File: src/rtl/fcr_pkg.sv
package fcr_pkg;

    localparam int OPC_W  = 6;
    localparam int REG_W  = 5;
    localparam int FLG_W  = 6;
    localparam int STAT_W = OPC_W + REG_W + FLG_W;

    // Flag bits, most significant first so that "wr" sits in bit 0.
    typedef struct packed {
        logic miss;
        logic bad_va;
        logic fo_wr;
        logic fo_rd;
        logic acv;
        logic wr;
    } flt_flags_t;

    typedef struct packed {
        logic [OPC_W-1:0] opc;
        logic [REG_W-1:0] dreg;
        flt_flags_t       flg;
    } flt_stat_t;

    typedef enum logic {
        LK_OPEN = 1'b0,
        LK_HELD = 1'b1
    } lock_state_e;

    function automatic flt_stat_t pack_status(
        input logic [OPC_W-1:0] opc,
        input logic [REG_W-1:0] dreg,
        input logic [FLG_W-1:0] flg
    );
        flt_stat_t s;
        s.opc  = opc;
        s.dreg = dreg;
        s.flg  = flt_flags_t'(flg);
        return s;
    endfunction

endpackage

File: src/rtl/fcr_status_pack.sv
module fcr_status_pack
    import fcr_pkg::*;
(
    input  logic [OPC_W-1:0] opc,
    input  logic [REG_W-1:0] dreg,
    input  logic [FLG_W-1:0] flags,
    output flt_stat_t        stat
);

    always_comb begin
        stat = pack_status(opc, dreg, flags);
    end

endmodule

File: src/rtl/fcr_vpte_form.sv
module fcr_vpte_form #(
    parameter int VA_W       = 64,
    parameter int PAGE_SHIFT = 13,
    parameter int PTE_SHIFT  = 3
) (
    input  logic [VA_W-1:0] va,
    input  logic [VA_W-1:0] base,
    output logic [VA_W-1:0] form
);

    localparam int VPN_W = VA_W - PAGE_SHIFT;

    logic [VPN_W-1:0] vpn;

    always_comb begin
        vpn  = va[VA_W-1:PAGE_SHIFT];
        form = base | (VA_W'(vpn) << PTE_SHIFT);
    end

endmodule

File: src/rtl/fcr_lock_ctrl.sv
module fcr_lock_ctrl
    import fcr_pkg::*;
(
    input  logic clk,
    input  logic rst,
    input  logic fault_stb,
    input  logic misspec,
    input  logic va_rd,
    output logic capture,
    output logic locked
);

    lock_state_e state_q;
    lock_state_e state_d;

    always_comb begin
        capture = fault_stb && !misspec && !va_rd && (state_q == LK_OPEN);
        state_d = state_q;
        if (va_rd) begin
            state_d = LK_OPEN;
        end else if (capture) begin
            state_d = LK_HELD;
        end
    end

    always_ff @(posedge clk) begin
        if (rst) begin
            state_q <= LK_OPEN;
        end else begin
            state_q <= state_d;
        end
    end

    assign locked = (state_q == LK_HELD);

    // A read always releases the lock on the next edge.
    assert_read_unlocks_R7: assert property (@(posedge clk) disable iff (rst)
        va_rd |=> !locked);

    // The lock only rises after a genuine fault with no read alongside it.
    assert_lock_cause_R6: assert property (@(posedge clk) disable iff (rst)
        $rose(locked) |-> $past(fault_stb && !misspec && !va_rd));

    // A misspeculated fault never sets the lock from the open state.
    assert_misspec_no_lock_R5: assert property (@(posedge clk) disable iff (rst)
        (misspec && !locked) |=> !locked);

endmodule

File: src/rtl/fault_capture_regs.sv
module fault_capture_regs
    import fcr_pkg::*;
#(
    parameter int VA_W       = 64,
    parameter int PAGE_SHIFT = 13,
    parameter int PTE_SHIFT  = 3
) (
    input  logic              clk,
    input  logic              rst,
    input  logic              fault_stb,
    input  logic [VA_W-1:0]   fault_va,
    input  logic [OPC_W-1:0]  fault_opc,
    input  logic [REG_W-1:0]  fault_dreg,
    input  logic [FLG_W-1:0]  fault_flags,
    input  logic [VA_W-1:0]   pt_base,
    input  logic              misspec,
    input  logic              va_rd,
    output logic [VA_W-1:0]   va_q,
    output logic [STAT_W-1:0] stat_q,
    output logic [VA_W-1:0]   form_q,
    output logic              locked
);

    flt_stat_t        stat_d;
    flt_stat_t        stat_r;
    logic [VA_W-1:0]  form_d;
    logic [VA_W-1:0]  va_r;
    logic [VA_W-1:0]  form_r;
    logic             capture;

    fcr_status_pack u_pack (
        .opc   (fault_opc),
        .dreg  (fault_dreg),
        .flags (fault_flags),
        .stat  (stat_d)
    );

    fcr_vpte_form #(
        .VA_W       (VA_W),
        .PAGE_SHIFT (PAGE_SHIFT),
        .PTE_SHIFT  (PTE_SHIFT)
    ) u_form (
        .va   (fault_va),
        .base (pt_base),
        .form (form_d)
    );

    fcr_lock_ctrl u_lock (
        .clk       (clk),
        .rst       (rst),
        .fault_stb (fault_stb),
        .misspec   (misspec),
        .va_rd     (va_rd),
        .capture   (capture),
        .locked    (locked)
    );

    always_ff @(posedge clk) begin
        if (rst) begin
            va_r   <= '0;
            stat_r <= '0;
            form_r <= '0;
        end else if (capture) begin
            va_r   <= fault_va;
            stat_r <= stat_d;
            form_r <= form_d;
        end
    end

    assign va_q   = va_r;
    assign stat_q = stat_r;
    assign form_q = form_r;

    // While frozen and not being read, nothing moves.
    assert_hold_when_locked_R6: assert property (@(posedge clk) disable iff (rst)
        (locked && !va_rd) |=> ($stable(va_q) && $stable(stat_q) && $stable(form_q)));

    // Misspeculated faults leave every register as it was.
    assert_misspec_hold_R5: assert property (@(posedge clk) disable iff (rst)
        misspec |=> ($stable(va_q) && $stable(stat_q) && $stable(form_q)));

    // A read by itself never disturbs the captured contents.
    assert_read_keeps_R7: assert property (@(posedge clk) disable iff (rst)
        va_rd |=> ($stable(va_q) && $stable(stat_q) && $stable(form_q)));

    // The lock rising is accompanied by the faulting address appearing.
    assert_capture_va_R3: assert property (@(posedge clk) disable iff (rst)
        $rose(locked) |-> (va_q == $past(fault_va)));

endmodule

File: config.mk
export PLATFORM = sky130hd
export DESIGN_NAME = fault_capture_regs
export DESIGN_NICKNAME = d
export VERILOG_FILES = /design/src/rtl/fcr_pkg.sv /design/src/rtl/fcr_status_pack.sv /design/src/rtl/fcr_vpte_form.sv /design/src/rtl/fcr_lock_ctrl.sv /design/src/rtl/fault_capture_regs.sv
export SDC_FILE = /design/constraint.sdc
export NUM_CORES = 1
export LEC_CHECK = 0
export ABC_AREA = 1
export BUFFER_PORTS_ARGS = -buffer_cell sky130_fd_sc_hd__buf_4
export CAP_MARGIN = 20
export CORE_ASPECT_RATIO = 1.2
export CORE_MARGIN = 4
export CORE_UTILIZATION = 45
export DETAILED_ROUTE_END_ITERATION = 16
export HOLD_SLACK_MARGIN = 0.06
export PLACE_DENSITY = 0.78
export SLEW_MARGIN = 10
export SYNTH_ARGS = -nofsm -noshare
export SYNTH_HDL_FRONTEND = slang
export SYNTH_SLANG_ARGS = --single-unit
File: constraint.sdc
create_clock -name clk -period 3 [get_ports clk]
set_clock_uncertainty 0.05 [all_clocks]
set_input_delay 0.15 -clock clk [delete_from_list [all_inputs] [get_ports clk]]
set_output_delay 0.15 -clock clk [all_outputs]
set_load 0.01 [all_outputs]
==> results by group <==
Detailed routing
  • Remaining antenna violation count: 0
  • Drt drc: 0
  • Vias: 7629
  • First-pass iteration count of the detailed router: 5
  • Via/cell ratio: 4.87
  • Final WL: 24.5 mm
  • Drt wl/cell: 15.6 µm
  • Initial drt markers: 420

Global route
  • Met3 Usage GRT: 8.87%
  • Largest net degree at the start of global routing: 140
  • Initial antenna violation count: 0
  • Vias in the first global route: 7913
  • Tot GR Track Use: 29.9%
  • Grt total ovfl: 0
  • GRT met2 Usage: 49.7%
  • GR peak layer: met2
  • Met1 Usage GRT: 30.1%
  • First-pass GRT wire length: 38.3 mm

Yosys
  • Yosys top cell area share: 46.1%
  • Post-synth top cells: nor2_1 (240), nand2_1 (239), dfxtp_1 (146)
  • Top_reg_cell synth: dfxtp_1
  • Number of synthesized flops with an enable pin: 0
  • Yosys warnings: 0
  • Most frequent cell after synthesis: nor2_1
  • Seq/Total Area, Yosys: 46.1%
  • Area contributors post-synth: dfxtp_1 (46%), nor2_1 (14%), nand2_1 (14%)
  • Count of different cell masters after synthesis: 16
  • Mapped Nets: 1085
  • Post-synth ARST share: 0%
  • Area leader, netlist: dfxtp_1
  • Syn Area/Cell: 6.78 µm²
  • Register bit count reported by yosys: 146
  • Synthesized area: 6340 µm²
  • Mapped Cells: 935

Floorplanning
  • Die width: 116 µm
  • I/O pins: 296
  • Initial Utilization: 45.9%
  • Die H: 138 µm
  • Die Area: 16100 µm²
  • CORE AREA: 13800 µm²
  • # rows: 47

Timing
  • Final slew viol count: 0
  • TNS Setup: 0 ns
  • Post-layout min period: 2.07 ns
  • Min Hold Slack: 0.431 ns
  • Fmax: 483 MHz
  • Hold Fails Final Rpt: 0
  • Actual slew at the worst max-slew pin: 1.02 ns
  • Tcrit/Tclk final: 69.1%
  • RSZ-0062 raised after global routing: false
  • Worst slew margin: 32.2%
  • # setup viols final: 0

Critical path
  • Required time of the critical path: 3.26 ns
  • Startpoint types: register
  • Critical Path AT: 2.33 ns
  • Setup Crit Path Kind: reg2reg
  • Crit Path Max Fanout: 139
  • CP endpoint kind: register

Clocking
  • Clk slew on worst S/H paths: 0.06 ns
  • Post-CTS setup buffers: 0
  • H-tree depth: 4
  • Worst-skew pair later-pin latency: 0.41 ns
  • Root Driver: clkbuf_16
  • Max clock buf depth: 2
  • Number of buffers created by CTS: 17
  • Post-cts repair resize count: 0
  • CTS tree: yes
  • TritonCTS Sinks: 146

Flow run
  • MaxCap Viol Count: 0

Final layout
  • Area grow syn2layout: 73.9%
  • Layout net count: 1533
  • Non-Filler Instances: 1567
  • Final instance area: 11000 µm²
  • FILL cells: 822
  • Layout cells sized above 1: 27.7%
  • # diodes: 0

Power
  • Max VDD drop: 495 µV
  • Pwr Density: 475 nW/µm²
  • P_leak: 5.58 nW

Min path
  • Worst hold path class: reg2reg

Placed design
  • Port buffer count: 295
  • Dpl cells: 1349
  • Dpl cell area: 8570 µm²
  • Detail Placement HPWL: 12.8 mm
  • Final GP Congestion: 0.780

Run status
  • Status: finished clean
## path summary, 6_finish.rpt
path | cells after the start | startpoint | end | slack (ns)
worst min register to register | 2 | va_q[22] | va_q[22] | 0.43
worst min-delay path | 2 | va_q[22] | va_q[22] | 0.43
worst max register to register | 6 | u_lock.locked | form_q[54] | 0.93
worst max-delay path | 6 | u_lock.locked | form_q[54] | 0.93
## sequential cells by signal, indices dropped and copies added (netlist names)
signal and count:
va_q 64, u_lock.locked 1, form_q 64, stat_q 17
## where the power goes
part | switching, mW | total [mW] | internal (mW)
Combinational | 0.444 | 0.978 | 0.533
Clock | 0.855 | 2.16 | 1.30
Sequential | 0.0585 | 2.10 | 2.04
## per-stage QoR
| stage | setup slack, ns | util [%] | power [mW] |
|---|---|---|---|
| global placement | 1.06 | 62.0 | 2.86 |
| global route | 0.695 | 79.8 | 5.44 |
| detailed placement | 0.999 | 62.0 | 2.88 |
| floorplan | 1.76 | - | 2.50 |
| CTS | 0.981 | 79.8 | 5.21 |
| finish | 0.928 | 79.8 | 5.24 |
## critical path, stage by stage, from the launching register on
cell and delay, ns:
dfxtp_1 0.40, nor2_4 0.08, nand2_8 0.55, buf_4 0.56
nand2_1 0.14, nand2_1 0.10, nor2_1 0.04
## what timing repair did
item / in CTS / in global routing
hold endpoints to repair: 146 / 0
setup endpoints to repair: 0 / 0
hold buffers: 186 / 0
## placed cells by master (no fill, tap or decap), drive strengths merged
cell type	synthesis	layout
dfxtp	146	146
nor2	242	242
buf	40	300
nand3b	51	51
bufinv	0	3
dlygate4sd3	0	186
clkinv	0	7
nand2	240	240
clkbuf	17	18
inv	96	97
o21bai	1	1
or2	51	51
a21oi	51	51
clkinvlp	0	3
## layout make-up
class / instances / area (µm²) / share of cell area, %
repair buffers: 486 / 4130 / 37.4
clock buffers: 18 / 429 / 3.89
clock inverters: 14 / 164 / 1.49
multi-input cells: 636 / 2810 / 25.4
well taps: 171 / 214 / 1.94
flip-flops and latches: 146 / 2920 / 26.5
inverters: 96 / 363 / 3.29
## metal layers
| metal | vias to the layer above | share of wire (%) |
|---|---|---|
| li1 | 3683 | - |
| met1 | 3414 | 34 |
| met2 | 388 | 49 |
| met3 | 144 | 7.9 |
| met4 | 0 | 8.4 |
| met5 | - | 0 |
## logic make-up (layout without fill, tap and decap cells)
family                 count (synthesis)  after routing  synth area share (%)
and+or+nand+nor                      584            584                  39.7
buffers and inverters                153            614                  10.0
DFF                                  146            146                  46.1
AOI/OAI and AO/OA                     52             52                  4.14
No activity file was read; power rests on OpenSTA's default activity.
